==> src/rtl/vcmp_pkg.sv <==
package vcmp_pkg;

   // Register addresses on the simple access port
   typedef enum logic [1:0] {
      VT_ADDR_CMP  = 2'd0,
      VT_ADDR_TVAL = 2'd1,
      VT_ADDR_CTRL = 2'd2,
      VT_ADDR_NONE = 2'd3
   } vt_addr_e;

   // Control word bit positions (software decodes these)
   localparam int unsigned CTRL_EN_BIT   = 0;
   localparam int unsigned CTRL_MASK_BIT = 1;
   localparam int unsigned CTRL_STAT_BIT = 2;
   localparam int unsigned CTRL_W        = 3;

   typedef struct packed {
      logic mask;
      logic en;
   } vt_ctrl_t;

endpackage

==> src/rtl/vcmp_counter.sv <==
module vcmp_counter #(
   parameter int unsigned CNT_W = 64
) (
   input  logic             clk,
   input  logic             rst_n,
   input  logic             tick_i,
   output logic [CNT_W-1:0] count_o
);

   localparam logic [CNT_W-1:0] ONE = CNT_W'(1);

   generate
      if (CNT_W < 2) begin : g_bad_width
         $error("vcmp_counter: CNT_W must be at least 2");
      end
   endgenerate

   logic [CNT_W-1:0] count_q;

   always_ff @(posedge clk or negedge rst_n) begin
      if (!rst_n) begin
         count_q <= '0;
      end else if (tick_i) begin
         count_q <= count_q + ONE;
      end
   end

   assign count_o = count_q;

   // one step per strobe
   assert_count_step_R2: assert property (@(posedge clk) disable iff (!rst_n)
      tick_i |=> (count_q == $past(count_q) + ONE));

   // no strobe, no change
   assert_count_hold_R2: assert property (@(posedge clk) disable iff (!rst_n)
      !tick_i |=> $stable(count_q));

endmodule

==> src/rtl/vcmp_condition.sv <==
module vcmp_condition #(
   parameter int unsigned CNT_W        = 64,
   parameter bit          STATUS_STAGE = 1'b1
) (
   input  logic             clk,
   input  logic             rst_n,
   input  logic             en_i,
   input  logic [CNT_W-1:0] count_i,
   input  logic [CNT_W-1:0] cmp_i,
   output logic             status_o
);

   logic [CNT_W-1:0] diff;
   logic             met;

   // Signed difference count - cmp; sign bit clear means reached or passed
   assign diff = count_i - cmp_i;
   assign met  = en_i & ~diff[CNT_W-1];

   generate
      if (STATUS_STAGE) begin : g_reg_status
         logic status_q;

         always_ff @(posedge clk or negedge rst_n) begin
            if (!rst_n) begin
               status_q <= 1'b0;
            end else begin
               status_q <= met;
            end
         end

         assign status_o = status_q;

         // disabled timer drops status on the next edge
         assert_dis_clears_R10: assert property (@(posedge clk) disable iff (!rst_n)
            !en_i |=> !status_o);

         // compare reached exactly sets status next edge
         assert_equal_sets_R8: assert property (@(posedge clk) disable iff (!rst_n)
            (en_i && (count_i == cmp_i)) |=> status_o);

         // compare one ahead of the count never sets status
         assert_ahead_clear_R11: assert property (@(posedge clk) disable iff (!rst_n)
            (cmp_i == count_i + CNT_W'(1)) |=> !status_o);
      end else begin : g_comb_status
         assign status_o = met;
      end
   endgenerate

endmodule

==> src/rtl/vcmp_regs.sv <==
module vcmp_regs
   import vcmp_pkg::*;
#(
   parameter int unsigned CNT_W  = 64,
   parameter int unsigned TV_W   = 32,
   parameter int unsigned DATA_W = 64
) (
   input  logic              clk,
   input  logic              rst_n,
   input  logic [1:0]        addr_i,
   input  logic              wr_i,
   input  logic [DATA_W-1:0] wdata_i,
   input  logic [CNT_W-1:0]  count_i,
   input  logic              status_i,
   output logic [CNT_W-1:0]  cmp_o,
   output vt_ctrl_t          ctrl_o,
   output logic [DATA_W-1:0] rdata_o
);

   localparam int unsigned EXT_W = CNT_W - TV_W;

   generate
      if (TV_W >= CNT_W) begin : g_bad_tv
         $error("vcmp_regs: TV_W must be narrower than CNT_W");
      end
      if (DATA_W < CNT_W) begin : g_bad_data
         $error("vcmp_regs: DATA_W must hold a full compare value");
      end
   endgenerate

   logic [CNT_W-1:0] cmp_q;
   vt_ctrl_t         ctrl_q;
   logic [CNT_W-1:0] tv_sext;
   logic [CNT_W-1:0] tv_view;
   logic [TV_W-1:0]  tv_rd;
   logic [CTRL_W-1:0] ctrl_rd;
   vt_addr_e         addr;

   assign addr    = vt_addr_e'(addr_i);
   assign tv_sext = {{EXT_W{wdata_i[TV_W-1]}}, wdata_i[TV_W-1:0]};
   assign tv_view = cmp_q - count_i;
   assign tv_rd   = ctrl_q.en ? tv_view[TV_W-1:0] : '0;

   always_comb begin
      ctrl_rd                = '0;
      ctrl_rd[CTRL_EN_BIT]   = ctrl_q.en;
      ctrl_rd[CTRL_MASK_BIT] = ctrl_q.mask;
      ctrl_rd[CTRL_STAT_BIT] = status_i;
   end

   always_ff @(posedge clk or negedge rst_n) begin
      if (!rst_n) begin
         cmp_q  <= '0;
         ctrl_q <= '0;
      end else if (wr_i) begin
         unique case (addr)
            VT_ADDR_CMP:  cmp_q <= wdata_i[CNT_W-1:0];
            VT_ADDR_TVAL: cmp_q <= count_i + tv_sext;
            VT_ADDR_CTRL: begin
               ctrl_q.en   <= wdata_i[CTRL_EN_BIT];
               ctrl_q.mask <= wdata_i[CTRL_MASK_BIT];
            end
            default: ;
         endcase
      end
   end

   always_comb begin
      unique case (addr)
         VT_ADDR_CMP:  rdata_o = DATA_W'(cmp_q);
         VT_ADDR_TVAL: rdata_o = DATA_W'(tv_rd);
         VT_ADDR_CTRL: rdata_o = DATA_W'(ctrl_rd);
         default:      rdata_o = '0;
      endcase
   end

   assign cmp_o  = cmp_q;
   assign ctrl_o = ctrl_q;

   // relative arming from the count seen at the write edge
   assert_tval_arm_R3: assert property (@(posedge clk) disable iff (!rst_n)
      (wr_i && addr == VT_ADDR_TVAL) |=>
         (cmp_q == $past(count_i) + $past(tv_sext)));

   // writes elsewhere leave the compare value alone
   assert_cmp_keep_R6: assert property (@(posedge clk) disable iff (!rst_n)
      (!wr_i || addr == VT_ADDR_CTRL || addr == VT_ADDR_NONE) |=> $stable(cmp_q));

   // disabled view reads as zero
   assert_tval_zero_R5: assert property (@(posedge clk) disable iff (!rst_n)
      (addr == VT_ADDR_TVAL && !ctrl_q.en) |-> (rdata_o == '0));

endmodule

==> src/rtl/vcmp_timer.sv <==
module vcmp_timer
   import vcmp_pkg::*;
#(
   parameter int unsigned CNT_W        = 64,
   parameter int unsigned TV_W         = 32,
   parameter int unsigned DATA_W       = 64,
   parameter bit          STATUS_STAGE = 1'b1
) (
   input  logic              clk,
   input  logic              rst_n,
   input  logic              tick_i,
   input  logic [1:0]        reg_addr_i,
   input  logic              reg_wr_i,
   input  logic [DATA_W-1:0] reg_wdata_i,
   output logic [DATA_W-1:0] reg_rdata_o,
   output logic              irq_o
);

   logic [CNT_W-1:0] count;
   logic [CNT_W-1:0] cmp;
   vt_ctrl_t         ctrl;
   logic             status;

   vcmp_counter #(.CNT_W(CNT_W)) counter_i (
      .clk     (clk),
      .rst_n   (rst_n),
      .tick_i  (tick_i),
      .count_o (count)
   );

   vcmp_regs #(.CNT_W(CNT_W), .TV_W(TV_W), .DATA_W(DATA_W)) regs_i (
      .clk      (clk),
      .rst_n    (rst_n),
      .addr_i   (reg_addr_i),
      .wr_i     (reg_wr_i),
      .wdata_i  (reg_wdata_i),
      .count_i  (count),
      .status_i (status),
      .cmp_o    (cmp),
      .ctrl_o   (ctrl),
      .rdata_o  (reg_rdata_o)
   );

   vcmp_condition #(.CNT_W(CNT_W), .STATUS_STAGE(STATUS_STAGE)) cond_i (
      .clk      (clk),
      .rst_n    (rst_n),
      .en_i     (ctrl.en),
      .count_i  (count),
      .cmp_i    (cmp),
      .status_o (status)
   );

   assign irq_o = status & ~ctrl.mask;

   // masked timer never interrupts
   assert_mask_quiet_R9: assert property (@(posedge clk) disable iff (!rst_n)
      ctrl.mask |-> !irq_o);

   // interrupt implies status
   assert_irq_status_R9: assert property (@(posedge clk) disable iff (!rst_n)
      irq_o |-> status);

endmodule

==> config.mk <==
export PLATFORM = sky130hd
export DESIGN_NAME = vcmp_timer
export DESIGN_NICKNAME = d
export VERILOG_FILES = /design/src/rtl/vcmp_pkg.sv /design/src/rtl/vcmp_counter.sv /design/src/rtl/vcmp_condition.sv /design/src/rtl/vcmp_regs.sv /design/src/rtl/vcmp_timer.sv
export SDC_FILE = /design/constraint.sdc
export NUM_CORES = 1
export LEC_CHECK = 0
export ABC_CLOCK_PERIOD_IN_PS = 11600
export CAP_MARGIN = 20
export CORE_MARGIN = 4
export CORE_UTILIZATION = 64
export CTS_CLUSTER_DIAMETER = 30
export DETAILED_ROUTE_END_ITERATION = 7
export HOLD_SLACK_MARGIN = 0.06
export PLACE_DENSITY = 0.91
export SLEW_MARGIN = 20
export SYNTH_ARGS = -nofsm -noshare
export SYNTH_HDL_FRONTEND = slang
export SYNTH_SLANG_ARGS = --single-unit
==> constraint.sdc <==
create_clock -name clk -period 11.6 [get_ports clk]
set_input_delay 2.9 -clock clk [delete_from_list [all_inputs] [get_ports clk]]
set_output_delay 2.9 -clock clk [all_outputs]
set_load 0.01 [all_outputs]
==> results of run 1 <==
[state kept, by name (all words and copies together) (netlist names)]
| register | cells |
|---|---|
| cond_i.status_o | 1 |
| counter_i.count_o | 64 |
| regs_i.cmp_o | 64 |
| regs_i.ctrl_o | 2 |
[layout make-up]
cell class	instances	area (µm²)	share of cell area, %
clock inverter	14	225	1.47
multi-input combinational	1311	9190	60.1
inverter	115	432	2.82
tap	270	338	2.21
sequential	131	3280	21.4
timing repair buffer	142	1400	9.12
clock buffer	18	429	2.81
[how the worst max path moves through the flow]
stage | to | slack [ns] | cells past startpoint
floorplan | reg_rdata_o[19] | 4.66 | 6
global placement | reg_rdata_o[29] | 3.64 | 7
detailed placement | reg_rdata_o[29] | 3.56 | 7
CTS | reg_rdata_o[29] | 3.54 | 7
global route | reg_rdata_o[29] | 3.38 | 7
finish | reg_rdata_o[29] | 3.50 | 7
[Yosys cell counts (12+ instances only)]
| master | n | area [µm²] |
|---|---|---|
| a21oi_1 | 111 | 556 |
| nand4_1 | 39 | 244 |
| a21o_1 | 74 | 556 |
| o221ai_1 | 16 | 140 |
| o21a_1 | 16 | 120 |
| a221oi_1 | 17 | 149 |
| inv_1 | 115 | 432 |
| nand2_1 | 167 | 627 |
| nor2_1 | 75 | 282 |
| ha_1 | 158 | 1980 |
| dfrtp_1 | 131 | 3280 |
| nand3_1 | 37 | 185 |
| o21bai_1 | 12 | 90.1 |
| nor3_1 | 75 | 375 |
| xor2_1 | 48 | 420 |
| nor2b_1 | 20 | 125 |
| clkbuf_1 | 49 | 184 |
| and3_1 | 26 | 163 |
| o21ai_0 | 125 | 626 |
| mux2i_1 | 31 | 310 |
| xnor2_1 | 99 | 867 |
[worst reg2reg max path: stages (launching register included)]
cell	delay, ns
dfrtp_1	0.51
ha_1	0.20
nand2_1	0.09
nor3_1	0.55
nand2_1	0.35
nor2_1	0.53
and3_1	0.37
nor2b_1	0.57
nand2_1	0.20
nor2_1	0.17
xor2_1	0.16
[report_power, final]
| group | internal [mW] | switching, mW | total [mW] |
|---|---|---|---|
| registers | 0.508 | 0.0574 | 0.565 |
| clock network | 0.385 | 0.232 | 0.616 |
| logic | 0.322 | 0.403 | 0.725 |
[logic make-up after synthesis]
kind of cell | Yosys count
multiplexers | 35
XOR/XNOR | 147
AO/OA/AOI/OAI | 472
buffers and inverters | 184
adder cells (fa/ha/maj) | 160
flip-flops | 131
AND/OR/NAND/NOR | 497
[routing by layer]
| layer | part of all wire, % | GRT usage (%) | vias up |
|---|---|---|---|
| li1 | - | - | 6032 |
| met2 | 47 | 54.9 | 590 |
| met4 | 3.5 | 13.0 | 0 |
| met5 | 0 | 0 | - |
| met3 | 7.4 | 4.67 | 105 |
| met1 | 42 | 45.7 | 6083 |
[through the flow]
step | instance area (µm²) | hold slack [ns] | utilization [%] | instances
2_1_floorplan | 13200 | 0.450 | - | 1626
3_5_place_dp | 14600 | 0.472 | 72.3 | 1969
4_1_cts | 15300 | 0.487 | 75.6 | 2001
5_1_grt | 15300 | 0.523 | 75.6 | 2001
6_report | 15300 | 0.483 | 75.6 | 2001
3_3_place_gp | 14600 | 0.463 | 72.3 | 1969
==> run metrics, run 1 <==
status=finished, final reports clean; Post-CTS Repair Setup Buffers=0; Placeable Area=a little over 0.02 mm²; grt ovf=0; first drt pass iteration count=6; final setup skew=0.0139 ns; fin nets=between 1500 and 2000; vias per inst=~6.4; register clock-pin slew on the reported worst setup and hold paths=~0.060 ns; slowest cell on the critical path=buf_2; Mapped Nets=approximately 1900; cell count after synthesis=between 1500 and 2000; Worst Setup Start Kind=input pin; Synth Area in XOR/XNOR=under 10%; reg2reg setup slack=7.84 ns; endpoint class of the critical path=output port; post-synthesis mux area share=under 10%; CTS tree=built; PwrDens=125 mW/mm²; EDFF count, synth=0; Layout fillers=1486; Global Route Usage Sum=about 34%; post-DP HPWL=between 20 and 30 mm; Critical Path AT=around 5.2 ns; # DRC=0; initial antenna violation count=0; max incr delay on CP=roughly 0.70 ns; largest delay contributor family on the critical path=buffers and inverters; leakage dissipation=a little over 7 nW; root buffer cell=clkbuf_16; RR Startpoint=counter_i.count_o[1]; distinct cell type count after synthesis=77; unrepaired setup endpoints after global routing=false; IO Pins=roughly 140; Die ar.=0.0229 mm²; Syn. warnings=0; final setup fails=0; maximum clock path buffer count=2; row count=between 50 and 60; synthesis-to-finish area growth=16.1%; drt total wl=approximately 39 mm; Synth Area in Compound Gates=around a quarter; R2R depth=10; Die X=roughly 150 µm; min Tclk post-route=between 8 and 9 ns; Clk Latency, worst-skew pair=approximately 0.44 ns; critical hold path startpoint=regs_i.cmp_o[40]; share of cells above drive strength 1=~4.4%; Worst Setup SP=reg_addr_i[1]; clk sinks=roughly 130; WS Path Type=input pin to output port; setup ws final=between 3 and 4 ns; WP buf/inv=3; register bit total from synthesis=about 130; vias in the first global route=12048; drt initial violations=between 1000 and 1500; worst hold stages=2; Initial Util=about two thirds; Hold Buf Count CTS=0; Worst Hold Path EP=regs_i.cmp_o[40]; Die Span Y=151 µm; Post-synth top flop=dfrtp_1; reg2reg end=counter_i.count_o[62]; sequential fraction of the synthesis area=between 20% and 30%; commonest non-fill, non-tap cell in the layout=nand2_1; final setup TNS=0 ns; routability cong.=between 0.9 and 1; Synth Area in Simple Gates=a little under a fifth; n_diodes=0; fmax=between 100 and 150 MHz; max-cap viol count=0; fin crit share=around 70%; cts bufs inserted=17; Min-Delay Path Class=flip-flop to flip-flop; dpl ws=3.56 ns; crit path max fanout=41; Final Hold Fails=0; worst path required time=approximately 8.7 ns; Worst VDD drop=approximately 0.11 mV; total power=between 1.5 and 2 mW; overall via count from detail_route=12810; worst-path cell chain=buf_2 -> nor2b_1 -> nand2_1 -> buf_4 -> o21ai_0 -> a211o_1 -> clkdlybuf4s50_1; Max-Slew Margin vs Limit=a little under a third; largest net degree at the start of global routing=around 100; asr flop ratio synth=100%; Slew @ Worst Pin=approximately 1 ns; most frequent cells in the layout=nand2_1 (167), ha_1 (158), dfrtp_1 (131), clkdlybuf4s50_1 (131), o21ai_0 (125); adder-cell area share of the yosys netlist=approximately 15%; Post-DRT Antenna Nets=0; htree depth=4; synthesized area=0.0132 mm²; Pins Over Slew Limit=0; largest family of logic cells by synthesized area=compound AO/OA/AOI/OAI gates; Syn Area/Cell=~8 µm²; post_cts resized=0; DR WL/cell=about 20 µm; count of buffers from port buffering=around 130; global-route wire length before repair=61.8 mm
No activity file was read; power rests on OpenSTA's default activity.
==> inputs of run 2 (changes only) <==
--- a/config.mk
+++ b/config.mk
@@ -5,14 +5,14 @@
 export SDC_FILE = /design/constraint.sdc
 export NUM_CORES = 1
 export LEC_CHECK = 0
-export ABC_CLOCK_PERIOD_IN_PS = 11600
+export ABC_CLOCK_PERIOD_IN_PS = 8100
 export CAP_MARGIN = 20
 export CORE_MARGIN = 4
-export CORE_UTILIZATION = 64
+export CORE_UTILIZATION = 59
 export CTS_CLUSTER_DIAMETER = 30
 export DETAILED_ROUTE_END_ITERATION = 7
 export HOLD_SLACK_MARGIN = 0.06
-export PLACE_DENSITY = 0.91
+export PLACE_DENSITY = 0.85
 export SLEW_MARGIN = 20
 export SYNTH_ARGS = -nofsm -noshare
 export SYNTH_HDL_FRONTEND = slang
==> constraint.sdc (replaced) <==
create_clock -name clk -period 8.1 [get_ports clk]
set_input_delay 2.025 -clock clk [delete_from_list [all_inputs] [get_ports clk]]
set_output_delay 2.025 -clock clk [all_outputs]
set_load 0.01 [all_outputs]
==> run 2 against run 1 <==
Total power rose by 41%. Final cell count is 0.65% higher. Wire length is 0.70% higher.
==> run metrics, run 2 (same netlist as run 1, synthesis figures left out) <==
unrepaired setup endpoints after global routing=false; sw frac=approximately 36%; synthesis-to-finish area growth=16.3%; slowest cell on the critical path=clkdlybuf4s50_1; Min-Delay Path Class=flip-flop to flip-flop; Post-DRT Antenna Nets=0; PwrDens=around 180 mW/mm²; vias per inst=approximately 6.3; htree depth=4; grt ovf=0; Global Route Usage Sum=31.6%; Slew @ Worst Pin=0.886 ns; Final Hold Fails=0; post-DP HPWL=around 30 mm; most frequent cells in the layout=nand2_1 (167), ha_1 (158), dfrtp_1 (131), clkdlybuf4s50_1 (131), o21ai_0 (125); fin nets=approximately 2000; Die Span Y=between 150 and 200 µm; Initial Util=~60%; endpoint class of the critical path=output port; vias in the first global route=12294; overall via count from detail_route=12702; register clock-pin slew on the reported worst setup and hold paths=roughly 0.060 ns; Die X=157 µm; max-cap viol count=0; min Tclk post-route=between 6 and 7 ns; Placeable Area=between 0.02 and 0.025 mm²; cts bufs inserted=17; global-route wire length before repair=around 63 mm; initial antenna violation count=1; Die ar.=around 0.025 mm²; first drt pass iteration count=7; worst-path cell chain=ha_1 -> fa_1 -> nor2b_1 -> o21ai_0 -> a32oi_1 -> a31oi_1 -> a21oi_2 -> a22oi_1 -> a2111oi_0 -> nor2_1 -> xor2_1 -> o21ai_1 -> clkdlybuf4s50_1; final setup TNS=0 ns; routability cong.=0.965; Pins Over Slew Limit=0; worst path required time=approximately 6.1 ns; maximum clock path buffer count=2; DR WL/cell=19.5 µm; P_sw=approximately 1 mW; Critical Path AT=4.71 ns; fin crit share=between 80% and 90%; total power=about 2.7 mW; WS Path Type=flip-flop to output port; largest delay contributor family on the critical path=compound AO/OA/AOI/OAI gates; max incr delay on CP=about 0.56 ns; WP buf/inv=1; share of cells above drive strength 1=between 4 and 5%; Worst VDD drop=about 0.12 mV; final setup fails=0; Max-Slew Margin vs Limit=about two fifths; count of buffers from port buffering=between 100 and 150; post_cts resized=0; largest net degree at the start of global routing=just under 70; Clk Latency, worst-skew pair=approximately 0.43 ns; CTS tree=built; root buffer cell=clkbuf_16; drt total wl=39.3 mm; Post-CTS Repair Setup Buffers=0; Fin Hold WS=between 0.4 and 0.5 ns; # DRC=0; Hold Buf Count CTS=0; fmax=148 MHz; IO Pins=between 100 and 150; clock share of power=a little under a third; Layout fillers=roughly 1800; clk sinks=~130; Worst Setup Start Kind=flip-flop; drt initial violations=between 1000 and 1500; commonest non-fill, non-tap cell in the layout=nand2_1; final setup skew=0.0118 ns; crit path max fanout=6; leakage dissipation=around 7.2 nW; status=finished, final reports clean; Internal=between 1.5 and 2 mW; Comb pwr share=around two fifths; row count=54; part of the power in registers=between 20 and 30%
-- run 2: per-stage QoR --
step / worst slack [ns] / util (%) / cells / cell area (µm²)
after detailed placement: 1.84 / 67.0 / 1982 / 14700
after floorplan: 2.91 / - / 1626 / 13200
after global routing: 1.05 / 69.9 / 2013 / 15300
after global placement: 1.94 / 67.0 / 1982 / 14700
final: 1.36 / 69.9 / 2014 / 15300
after CTS: 1.37 / 69.9 / 2013 / 15300
-- run 2: area by class of cell --
type	count	area, µm²	area share [%]
Timing Repair Buffer	145	1420	9.26
Clock buffer	19	453	2.96
Multi-Input combinational cell	1311	9190	60.1
Clock inverter	12	181	1.19
Antenna cell	1	2.50	0.0163
Sequential cell	131	3280	21.4
Inverter	115	432	2.82
Tap cell	280	350	2.29
-- run 2: power groups by stage --
stage	logic, mW	registers [mW]	clock network [mW]
floorplan	0.713	0.793	0
global placement	0.988	0.811	0
detailed placement	1.01	0.817	0
CTS	1.03	0.805	0.851
global route	1.15	0.816	0.877
finish	1.04	0.806	0.846
-- run 2: layer usage --
metal	share of wire, %	wire length [µm]	GRT usage [%]	up-vias
met5	0	0	0	-
met4	3.0	1160	11.1	0
met3	7.2	2810	6.13	105
met2	46	18300	50.4	497
met1	43	17100	42.9	6083
li1	-	-	-	6017
-- run 2: final timing paths --
kind                                      startpoint                     to  slack, ns  cells past startpoint
max in group asynchronous                      rst_n  counter_i.count_o[23]       5.19                      2
worst max register to register  counter_i.count_o[1]  counter_i.count_o[62]       4.26                     10
min in group asynchronous                      rst_n  counter_i.count_o[60]       1.58                      1
worst max-delay path            counter_i.count_o[0]        reg_rdata_o[30]       1.36                     13
worst min register to register      regs_i.cmp_o[43]       regs_i.cmp_o[43]       0.48                      2
worst min-delay path                regs_i.cmp_o[43]       regs_i.cmp_o[43]       0.48                      2
-- run 2: worst reg2reg max path: stages, from the launching register on --
cell and delay [ns]:
dfrtp_1 0.50, ha_1 0.21, nand2_1 0.08, nor3_1 0.65
nand2_1 0.35, nor2_1 0.59, and3_1 0.37, nor2b_1 0.52
nand2_1 0.17, nor2_1 0.15, xor2_1 0.15
